--- src/rtl/i2c_rb_pkg.sv ---
package i2c_rb_pkg;

    typedef enum logic [2:0] {
        ST_IDLE,
        ST_ADDR,
        ST_AACK,
        ST_RX,
        ST_RACK,
        ST_TX,
        ST_HACK
    } rb_state_e;

    typedef struct packed {
        rb_state_e  st;
        logic [3:0] bit_cnt;
        logic [7:0] sh;
        logic [7:0] ptr;
        logic       rw;
        logic       ptr_done;
        logic       oe_n;
    } rb_ctl_s;

endpackage

--- src/rtl/i2c_rb_sync.sv ---
module i2c_rb_sync #(
    parameter int STAGES = 2
) (
    input  logic clk,
    input  logic rst_n,
    input  logic scl_i,
    input  logic sda_i,
    output logic sda_s,
    output logic scl_rise,
    output logic scl_fall,
    output logic start_det,
    output logic stop_det
);
    localparam int W = STAGES + 1;

    logic [W-1:0] scl_d, scl_q, sda_d, sda_q;
    logic scl_now, scl_prev, sda_prev;

    always_comb begin
        scl_d = {scl_q[W-2:0], scl_i};
        sda_d = {sda_q[W-2:0], sda_i};
    end

    always_ff @(posedge clk or negedge rst_n) begin
        if (!rst_n) begin
            scl_q <= '1;
            sda_q <= '1;
        end else begin
            scl_q <= scl_d;
            sda_q <= sda_d;
        end
    end

    assign scl_now   = scl_q[STAGES-1];
    assign scl_prev  = scl_q[STAGES];
    assign sda_s     = sda_q[STAGES-1];
    assign sda_prev  = sda_q[STAGES];
    assign scl_rise  = scl_now & ~scl_prev;
    assign scl_fall  = ~scl_now & scl_prev;
    assign start_det = scl_now & scl_prev & sda_prev & ~sda_s;
    assign stop_det  = scl_now & scl_prev & ~sda_prev & sda_s;

endmodule

--- src/rtl/i2c_rb_regs.sv ---
module i2c_rb_regs #(
    parameter int N_REGS = 16,
    parameter int N_RO   = 3
) (
    input  logic                       clk,
    input  logic                       rst_n,
    input  logic                       we,
    input  logic [7:0]                 waddr,
    input  logic [7:0]                 wdata,
    input  logic [7:0]                 raddr,
    output logic [7:0]                 rdata,
    input  logic [N_RO*8-1:0]          stat_i,
    output logic [(N_REGS-N_RO)*8-1:0] ctrl_o
);
    localparam int         N_RW  = N_REGS - N_RO;
    localparam int         AW    = $clog2(N_REGS);
    localparam logic [7:0] NREG8 = 8'(N_REGS);

    logic [7:0] r_d [N_RW];
    logic [7:0] r_q [N_RW];
    logic [7:0] view [N_REGS];

    for (genvar g = 0; g < N_RW; g++) begin : g_rw
        always_comb r_d[g] = (we && waddr == 8'(g)) ? wdata : r_q[g];
        assign ctrl_o[g*8 +: 8] = r_q[g];
        assign view[g] = r_q[g];
    end

    for (genvar g = N_RW; g < N_REGS; g++) begin : g_ro
        assign view[g] = stat_i[(g-N_RW)*8 +: 8];
    end

    always_ff @(posedge clk or negedge rst_n) begin
        if (!rst_n) begin
            for (int i = 0; i < N_RW; i++) r_q[i] <= '0;
        end else begin
            for (int i = 0; i < N_RW; i++) r_q[i] <= r_d[i];
        end
    end

    assign rdata = (raddr < NREG8) ? view[raddr[AW-1:0]] : 8'h00;

endmodule

--- src/rtl/i2c_regbank_target.sv ---
module i2c_regbank_target #(
    parameter int         N_REGS      = 16,
    parameter int         N_RO        = 3,
    parameter int         SYNC_STAGES = 2,
    parameter logic [5:0] DEV_PREFIX  = 6'b110000
) (
    input  logic                       clk,
    input  logic                       rst_n,
    input  logic                       scl_i,
    input  logic                       sda_i,
    output logic                       sda_oe_n,
    input  logic                       addr_sel_i,
    input  logic [N_RO*8-1:0]          stat_i,
    output logic [(N_REGS-N_RO)*8-1:0] ctrl_o
);
    import i2c_rb_pkg::*;

    localparam logic [7:0] LAST_PTR = 8'(N_REGS - 1);

    rb_ctl_s    c_d, c_q;
    logic       sda_s, scl_rise, scl_fall, start_det, stop_det;
    logic       we, ptr_inc, addr_hit;
    logic [7:0] rdata;

    i2c_rb_sync #(.STAGES(SYNC_STAGES)) u_sync (
        .clk       (clk),
        .rst_n     (rst_n),
        .scl_i     (scl_i),
        .sda_i     (sda_i),
        .sda_s     (sda_s),
        .scl_rise  (scl_rise),
        .scl_fall  (scl_fall),
        .start_det (start_det),
        .stop_det  (stop_det)
    );

    i2c_rb_regs #(.N_REGS(N_REGS), .N_RO(N_RO)) u_regs (
        .clk    (clk),
        .rst_n  (rst_n),
        .we     (we),
        .waddr  (c_q.ptr),
        .wdata  (c_q.sh),
        .raddr  (c_q.ptr),
        .rdata  (rdata),
        .stat_i (stat_i),
        .ctrl_o (ctrl_o)
    );

    assign addr_hit = (c_q.sh[7:1] == {DEV_PREFIX, addr_sel_i});

    always_comb begin
        c_d     = c_q;
        we      = 1'b0;
        ptr_inc = 1'b0;
        if (start_det) begin
            c_d.st      = ST_ADDR;
            c_d.bit_cnt = '0;
            c_d.oe_n    = 1'b1;
        end else if (stop_det) begin
            c_d.st   = ST_IDLE;
            c_d.oe_n = 1'b1;
        end else begin
            case (c_q.st)
                ST_ADDR, ST_RX: begin
                    if (scl_rise && c_q.bit_cnt != 4'd8) begin
                        c_d.sh      = {c_q.sh[6:0], sda_s};
                        c_d.bit_cnt = c_q.bit_cnt + 4'd1;
                    end
                    if (scl_fall && c_q.bit_cnt == 4'd8) begin
                        if (c_q.st == ST_ADDR) begin
                            if (addr_hit) begin
                                c_d.oe_n = 1'b0;
                                c_d.rw   = c_q.sh[0];
                                c_d.st   = ST_AACK;
                            end else begin
                                c_d.st = ST_IDLE;
                            end
                        end else begin
                            c_d.oe_n = 1'b0;
                            c_d.st   = ST_RACK;
                            if (!c_q.ptr_done) begin
                                c_d.ptr      = c_q.sh;
                                c_d.ptr_done = 1'b1;
                            end else begin
                                we      = 1'b1;
                                ptr_inc = 1'b1;
                            end
                        end
                    end
                end
                ST_AACK: begin
                    if (scl_fall) begin
                        c_d.bit_cnt = '0;
                        if (c_q.rw) begin
                            c_d.sh   = rdata;
                            c_d.oe_n = rdata[7];
                            c_d.st   = ST_TX;
                        end else begin
                            c_d.oe_n     = 1'b1;
                            c_d.ptr_done = 1'b0;
                            c_d.st       = ST_RX;
                        end
                    end
                end
                ST_RACK: begin
                    if (scl_fall) begin
                        c_d.oe_n    = 1'b1;
                        c_d.bit_cnt = '0;
                        c_d.st      = ST_RX;
                    end
                end
                ST_TX: begin
                    if (scl_rise) c_d.bit_cnt = c_q.bit_cnt + 4'd1;
                    if (scl_fall) begin
                        if (c_q.bit_cnt == 4'd8) begin
                            c_d.oe_n    = 1'b1;
                            c_d.bit_cnt = '0;
                            c_d.st      = ST_HACK;
                        end else begin
                            c_d.sh   = {c_q.sh[6:0], 1'b0};
                            c_d.oe_n = c_q.sh[6];
                        end
                    end
                end
                ST_HACK: begin
                    if (scl_rise) begin
                        if (!sda_s) begin
                            c_d.bit_cnt = 4'd1;
                            ptr_inc     = 1'b1;
                        end else begin
                            c_d.st = ST_IDLE;
                        end
                    end
                    if (scl_fall && c_q.bit_cnt == 4'd1) begin
                        c_d.sh      = rdata;
                        c_d.oe_n    = rdata[7];
                        c_d.bit_cnt = '0;
                        c_d.st      = ST_TX;
                    end
                end
                default: ;
            endcase
        end
        if (ptr_inc) c_d.ptr = (c_q.ptr == LAST_PTR) ? 8'h00 : c_q.ptr + 8'd1;
    end

    always_ff @(posedge clk or negedge rst_n) begin
        if (!rst_n) begin
            c_q <= '{st: ST_IDLE, bit_cnt: '0, sh: '0, ptr: '0,
                     rw: 1'b0, ptr_done: 1'b0, oe_n: 1'b1};
        end else begin
            c_q <= c_d;
        end
    end

    assign sda_oe_n = c_q.oe_n;

endmodule

--- config.mk ---
export PLATFORM = sky130hd
export DESIGN_NAME = i2c_regbank_target
export DESIGN_NICKNAME = d
export VERILOG_FILES = /design/src/rtl/i2c_rb_pkg.sv /design/src/rtl/i2c_rb_sync.sv /design/src/rtl/i2c_rb_regs.sv /design/src/rtl/i2c_regbank_target.sv
export SDC_FILE = /design/constraint.sdc
export NUM_CORES = 1
export LEC_CHECK = 0
export ABC_AREA = 1
export BUFFER_PORTS_ARGS = -buffer_cell sky130_fd_sc_hd__buf_2
export CORE_ASPECT_RATIO = 1.2
export CORE_MARGIN = 3
export CORE_UTILIZATION = 58
export CTS_BUF_LIST = sky130_fd_sc_hd__clkbuf_8
export DETAILED_ROUTE_END_ITERATION = 16
export GPL_TIMING_DRIVEN = 0
export PLACE_DENSITY = 0.8
export SLEW_MARGIN = 10
export SYNTH_ARGS = -nofsm -noshare
export SYNTH_HDL_FRONTEND = slang
export SYNTH_HIERARCHICAL = 1
export SYNTH_SLANG_ARGS = --single-unit
--- constraint.sdc ---
create_clock -name clk -period 2.8 [get_ports clk]
set_input_delay 0.42 -clock clk [delete_from_list [all_inputs] [get_ports clk]]
set_output_delay 0.42 -clock clk [all_outputs]
set_load 0.005 [all_outputs]
==> qor.yml, run 1 <==
sta:
  worst_slack_ps: 148.5
  min_period_over_period_pct: 94.70
  slew_viol_final: 0
  whs_ps: 53.13
  finalClockSkew_ps: 10.45
  finalCriticalPeriod_ps: 2652
  worst_pin_slew_ps: 850.1
  setup_viol: 0
  hold_viol: 0
  timing.slew.headroom_pct: 43.32
  fmax_mhz: 377.1
yosys:
  syn_avg_cell_area_sq_um: 6.974
  syn-instance-count: 1091
  ys_seq_area_share_pct: 44.84
  ys_seq_elements: 136
  synthesis.area_sq_mm: 0.007609
  synth_cell_types: 30
  yosysWarnings: 6
  syn_nets: 1124
global_route:
  antenna_found_initial: 0
  gr-total-overflow: 0
  grt_usage_pct: 35.20
  grt_pass1_wl_mm: 39.94
  grt_max_degree: 71
  grt_pass1_vias: 7665
setup_path:
  critPathRequiredTime_ps: 3110
  start_kind: "flop"
  crit_start: "c_q[19]"
  cp_max_fo: 10
  timing.rr.start: "c_q[19]"
  arrival_ps: 2960
  critPathKind: "flop to flop"
  end_kind: "flop"
  r2r_slack_ps: 150
cts:
  clkTransAtPathRegs_ps: 90
  clockBufferDepth: 2
  h-tree-depth: 4
  cts_sinks: 136
  cts_tree: "yes"
  cts-buffers-inserted: 17
  clk_root_buffer_cell: "clkbuf_8"
  clkLatencyLatePin_ps: 460
  cts_setup_buffers: 0
die:
  die-width_microns: 110.6
  num_rows: 45
  die_area_sq_mm: 0.01453
  io-pin-count: 134
  start_util_pct: 59.79
  coreArea_sq_mm: 0.01272
  die_h_microns: 131.5
drt:
  top_layer_used: "met4"
  drt_iter0_markers: 990
  drc: 0
  met2_length_mm: 12.25
  first_pass_iters: 5
  wl_met3_mm: 2.495
  met1_length_mm: 9.145
  viasPerCell: 5.708
  ant_nets: 0
  vias: 8111
  finalWirelength_mm: 25.75
  wl_per_cell_microns: 18.12
layout:
  n_fill_cell: 1085
  layout.nets: 1277
  fin_cells: 1421
  syn_to_final_growth_pct: 18.37
  mostFrequentLayoutCells: "nand2_1, buf_2, dfrtp_1"
  n_antenna_cell: 0
  fin_area_sq_mm: 0.009006
  final_common_cell: "nand2_1"
  drive_gt1_share_pct: 19.57
  finish.utilization_pct: 70.78
placement:
  gp_congestion: 1.004
  io_buffers: 133
  dpl-instance-area_sq_mm: 0.008513
  dp_hpwl_mm: 18.77
  post-place-cells: 1389
  pre_cts_slack_ps: -414.7
flow_run:
  drv_cap: 0
status:
  status: "finished, final reports clean"
power_and_ir_drop:
  leakagePower_nw: 4.689
  vdd_drop_max_mv: 0.4967
  power_density_mw_per_mm2: 801.1
hold_path:
  hold_path_class: "input pin to flop"
  min_from: "sda_i"
critical path, stage by stage (launching register included):
cell and delay, ps:
dfrtp_1 460, inv_1 110, ha_1 240, nand3_1 190
nor2_4 220, nand3_4 140, inv_1 70, inv_1 120
nor3_2 310, nand2_2 230, buf_2 260, nand2_1 80
o21ai_1 60
repair_timing:
action	4_1_cts	5_1_grt
pin swaps	0	0
gates cloned	0	0
endpoints found under the hold margin	59	0
hold buffers	1	0
resized for setup	4	16
setup endpoints to repair	104	101
sequential cells by signal (all words and copies together), names as in the netlist:
signal	count
sda_oe_n	1
c_q	25
u_sync/scl_q	3
u_regs/ctrl_o	104
u_sync/sda_q	3
per-stage QoR:
step	TNS, ps	total power [mW]
2_1_floorplan	0	4.390
3_3_place_gp	-96740	5.344
3_5_place_dp	-27050	5.386
4_1_cts	0	7.088
5_1_grt	-238.1	7.581
6_report	0	7.215
power by group:
| part | internal (mW) | switching [mW] | total, mW |
|---|---|---|---|
| Combinational | 0.825 | 2.27 | 3.09 |
| Sequential | 2.12 | 0.292 | 2.41 |
| Clock | 0.883 | 0.826 | 1.71 |
| Total | 3.83 | 3.39 | 7.22 |
synth_stat cells:
master	n	area, sq um
nand4_4	1	21.27
nor2_1	46	172.7
inv_2	8	30.03
inv_1	118	442.9
buf_2	22	110.1
ha_1	4	50.05
xnor2_1	1	8.760
nand3b_1	4	30.03
nor3_1	7	35.03
o31ai_1	1	7.510
o21ai_1	46	230.2
nor2_4	4	45.04
buf_4	2	15.01
o21ai_2	2	17.52
nor3_2	4	40.04
nor3_4	1	16.27
a21oi_1	15	75.07
nand4_1	10	62.56
nand2_2	7	43.79
clkbuf_1	22	82.58
xor2_1	4	35.03
nand3_1	115	575.6
nand2_1	428	1607
nand3_2	5	50.05
dfrtp_1	129	3228
nor2_2	2	12.51
dfstp_2	7	183.9
o21ai_0	74	370.4
buf_1	1	3.750
or2_2	1	6.260
final timing paths:
kind,cells after the start,to
max,12,u_regs/ctrl_o[22]
min,1,u_sync/sda_q[0]
max reg2reg,12,u_regs/ctrl_o[22]
min reg2reg,0,u_sync/scl_q[1]
max in group asynchronous,3,u_regs/ctrl_o[30]
min in group asynchronous,2,u_regs/ctrl_o[86]
cell type report:
| cell class | count | area [sq um] | area share (%) |
|---|---|---|---|
| clock buffer | 17 | 234.0 | 2.598 |
| inverter | 126 | 473.0 | 5.251 |
| sequential | 136 | 3412 | 37.89 |
| timing repair buffer | 135 | 709.4 | 7.877 |
| clock inverter | 15 | 177.7 | 1.973 |
| buffer | 46 | 207.7 | 2.306 |
| tap | 164 | 205.2 | 2.278 |
| multi-input combinational | 782 | 3587 | 39.83 |
layer usage:
layer	vias to the layer above	track usage, %
li1	3761	-
met5	-	0
met1	3690	40.91
met2	522	57.76
met3	138	8.383
met4	0	23.27
cell families (layout without fill, tap and decap cells):
kind of cell / after synthesis / in the layout / synth area share [%]
fa+ha+maj: 4 / 4 / 0.6578
flops: 136 / 136 / 44.84
compound gates: 138 / 138 / 9.209
simple gates: 635 / 635 / 35.72
xor+xnor: 5 / 5 / 0.5755
buf+inv: 173 / 339 / 8.995
No activity file was read; power rests on OpenSTA's default activity.
==> inputs of run 2 (changes only) <==
MAX_ROUTING_LAYER = met4   (was default)
==> qor.yml, run 2 (synthesis results as in run 1) <==
global_route:
  grt_use_met3_pct: 7.278  # was 8.383%
  gr-usage-met2_pct: 60.80  # was 57.76%
  grt_pass1_vias: 7695  # was 7,665
  grt_usage_pct: 36.66  # was 35.20%
  grt_most_used_layer: "met2"  # unchanged
  grt_max_degree: 84  # was 71
  gr-total-overflow: 0  # unchanged
  use_met1_pct: 41.83  # was 40.91%
  antenna_found_initial: 0  # unchanged
  grt_pass1_wl_mm: 40.54  # was 39.94 mm
layout:
  mostFrequentLayoutCells: "nand2_1, buf_2, dfrtp_1"  # unchanged
  finish.utilization_pct: 70.48  # was 70.78%
  final_common_cell: "nand2_1"  # unchanged
  n_antenna_cell: 0  # unchanged
  n_fill_cell: 1157  # was 1,085
  drive_gt1_share_pct: 19.62  # was 19.57%
  syn_to_final_growth_pct: 17.88  # was 18.37%
  seqCellArea_sq_mm: 0.003412  # unchanged
  layout.nets: 1279  # was 1,277
  multi_input_area_sq_mm: 0.003582  # was 0.003587 sq mm
  largest_reg_flops: 104  # unchanged
cts:
  cts-buffers-inserted: 17  # unchanged
  cts_sinks: 136  # unchanged
  clkLatencyLatePin_ps: 460  # about the same
  h-tree-depth: 4  # unchanged
  clk_root_buffer_cell: "clkbuf_8"  # unchanged
  clockBufferDepth: 2  # unchanged
  clkTransAtPathRegs_ps: 80  # was 90 ps
  cts_tree: "yes"  # unchanged
hold_path:
  hold_path_depth: 1  # unchanged
  whs_endpoint: "u_sync/scl_q[0]"  # was u_sync/sda_q[0]
  min_from: "scl_i"  # was sda_i
  hold_path_class: "input pin to flop"  # unchanged
setup_path:
  critPathKind: "flop to flop"  # unchanged
  critPathSlowestCell: "dfstp_2"  # was dfrtp_1
  r2r.worst_path.cells: 12  # unchanged
  arrival_ps: 3080  # was 2960 ps
  worst-path-buf-inv: 5  # was 4
  slowest_delay_ps: 640  # was 460 ps
  critPathRequiredTime_ps: 3150  # was 3110 ps
  path_delay_family: "simple AND/OR/NAND/NOR gates"  # unchanged
  timing.rr.end: "u_regs/ctrl_o[55]"  # was u_regs/ctrl_o[22]
  r2r_slack_ps: 70  # was 150 ps
  cp_max_fo: 10  # unchanged
  timing.rr.start: "u_sync/sda_q[1]"  # was c_q[19]
  crit_top_cell: "inv_1"  # unchanged
  start_kind: "flop"  # unchanged
  path_cells: "inv_1, nand2_1, nor2_1, nor2_1, buf_4, nand3_2, inv_1, inv_1, nor3_2, nand2_1, buf_2, o21ai_0"  # was inv_1, ha_1, nand3_1, nor2_4, nand3_4, inv_1, inv_1, nor3_2, nand2_2, buf_2, nand2_1, o21ai_1
  end_kind: "flop"  # unchanged
drt:
  viasPerCell: 5.670  # was 5.708
  ant_nets: 0  # unchanged
  first_pass_iters: 6  # was 5
  finalWirelength_mm: 25.82  # was 25.75 mm
  drt_iter0_markers: 994  # was 990
  wl_per_cell_microns: 18.14  # was 18.12 microns
  vias: 8069  # was 8,111
  drc: 0  # unchanged
sta:
  finalClockSkew_ps: 14.40  # was 10.45 ps
  finalCriticalPeriod_ps: 2728  # was 2652 ps
  fmax_mhz: 366.5  # was 377.1 MHz
  worst_pin_slew_ps: 898.7  # was 850.1 ps
  rsz0062_at_grt: "yes"
  whs_ps: 52.66  # was 53.13 ps
  slew_viol_final: 0  # unchanged
  hold_viol: 0  # unchanged
  min_period_over_period_pct: 97.44  # was 94.70%
  timing.slew.headroom_pct: 40.09  # was 43.32%
  setup_viol: 0  # unchanged
power_and_ir_drop:
  swShare_pct: 48.28  # was 46.93%
  vdd_drop_max_mv: 0.5841  # was 0.4967 mV
  power.share.clock_pct: 21.7  # was 23.7%
  power.share.sequential_pct: 34.3  # was 33.4%
  p_switching_mw: 3.406  # was 3.386 mW
  power.internal_mw: 3.648  # was 3.829 mW
  leakagePower_nw: 4.673  # was 4.689 nW
  power_density_mw_per_mm2: 786.5  # was 801.1 mW/mm^2
  pwr-share-comb_pct: 44.1  # was 42.9%
placement:
  dp_hpwl_mm: 18.96  # was 18.77 mm
  gp_congestion: 1.033  # was 1.004
  io_buffers: 133  # unchanged
die:
  num_rows: 45  # unchanged
  start_util_pct: 59.79  # unchanged
  io-pin-count: 134  # unchanged
  die-width_microns: 110.6  # unchanged
  die_area_sq_mm: 0.01453  # unchanged
  coreArea_sq_mm: 0.01272  # unchanged
  die_h_microns: 131.5  # unchanged
flow_run:
  drv_cap: 0  # unchanged
status:
  status: "finished, final reports clean"  # unchanged
-- run 2: cell count changes in the layout (fill, tap and decap cells not counted) --
cell	before	now
buf_4	2	4
bufinv_16	3	1
clkinv_2	2	0
clkinvlp_4	4	6
nand3_2	4	6
clkinv_4	2	1
inv_1	119	120
inv_2	8	9
inv_6	3	4
nand2_1	418	419
nand2_2	17	16
nand3_1	115	114
nand3_4	1	0
-- run 2: repair_timing --
action | in CTS | in global routing
setup buffers | 0 | 2
endpoints found under the setup margin | 104 | 104
gates resized for setup | 11 | 9
hold buffers | 1 | 0
pin swaps | 0 | 2
gates cloned | 0 | 0
hold endpoints to repair | 53 | 0
-- run 2: final cells by class --
class,instances,share of cell area [%]
multi-input cells,782,39.94
clock inverters,15,1.451
plain buffers,46,2.316
repair buffers,137,8.078
clock buffers,17,2.609
flip-flops and latches,136,38.04
inverters,126,5.273
well taps,164,2.288
-- run 2: worst max-delay path by stage --
| stage | to | slack [ps] | startpoint | depth (start not counted) |
|---|---|---|---|---|
| final | u_regs/ctrl_o[55] | 70 | u_sync/sda_q[1] | 12 |
| after global routing | u_regs/ctrl_o[49] | -40 | u_sync/sda_q[1] | 12 |
| after global placement | c_q[24] | -520 | rst_n | 1 |
| after CTS | u_regs/ctrl_o[70] | 20 | u_sync/scl_q[2] | 12 |
| after floorplan | u_regs/ctrl_o[42] | 440 | u_sync/scl_q[2] | 12 |
| after detailed placement | u_regs/ctrl_o[22] | -490 | u_sync/scl_q[2] | 12 |
-- run 2: routing by layer --
layer  share of wire [%]  vias to the layer above
met5                   0                        -
met4                 6.3                        0
met3                 9.2                      133
met2                  49                      478
met1                  36                     3706
li1                    -                     3752
-- run 2: power groups by stage --
stage	sequential [mW]	combinational [mW]	clock, mW
after floorplan	2.35	2.04	0
after global placement	2.43	2.93	0
after detailed placement	2.43	2.97	0
after CTS	2.40	3.00	1.54
after global routing	2.44	3.36	1.63
final	2.42	3.11	1.53
-- run 2: per-stage QoR --
| stage | cell area [sq um] | instances | worst slack (ps) | TNS [ps] | total power [mW] |
|---|---|---|---|---|---|
| after floorplan | 7609 | 1091 | 437.0 | 0 | 4.390 |
| after global placement | 8479 | 1388 | -519.1 | -104580 | 5.361 |
| after detailed placement | 8513 | 1389 | -485.2 | -37140 | 5.401 |
| after CTS | 8925 | 1422 | 20.98 | 0 | 6.941 |
| after global routing | 8969 | 1423 | -43.03 | -239.2 | 7.432 |
| final | 8969 | 1423 | 71.80 | 0 | 7.053 |
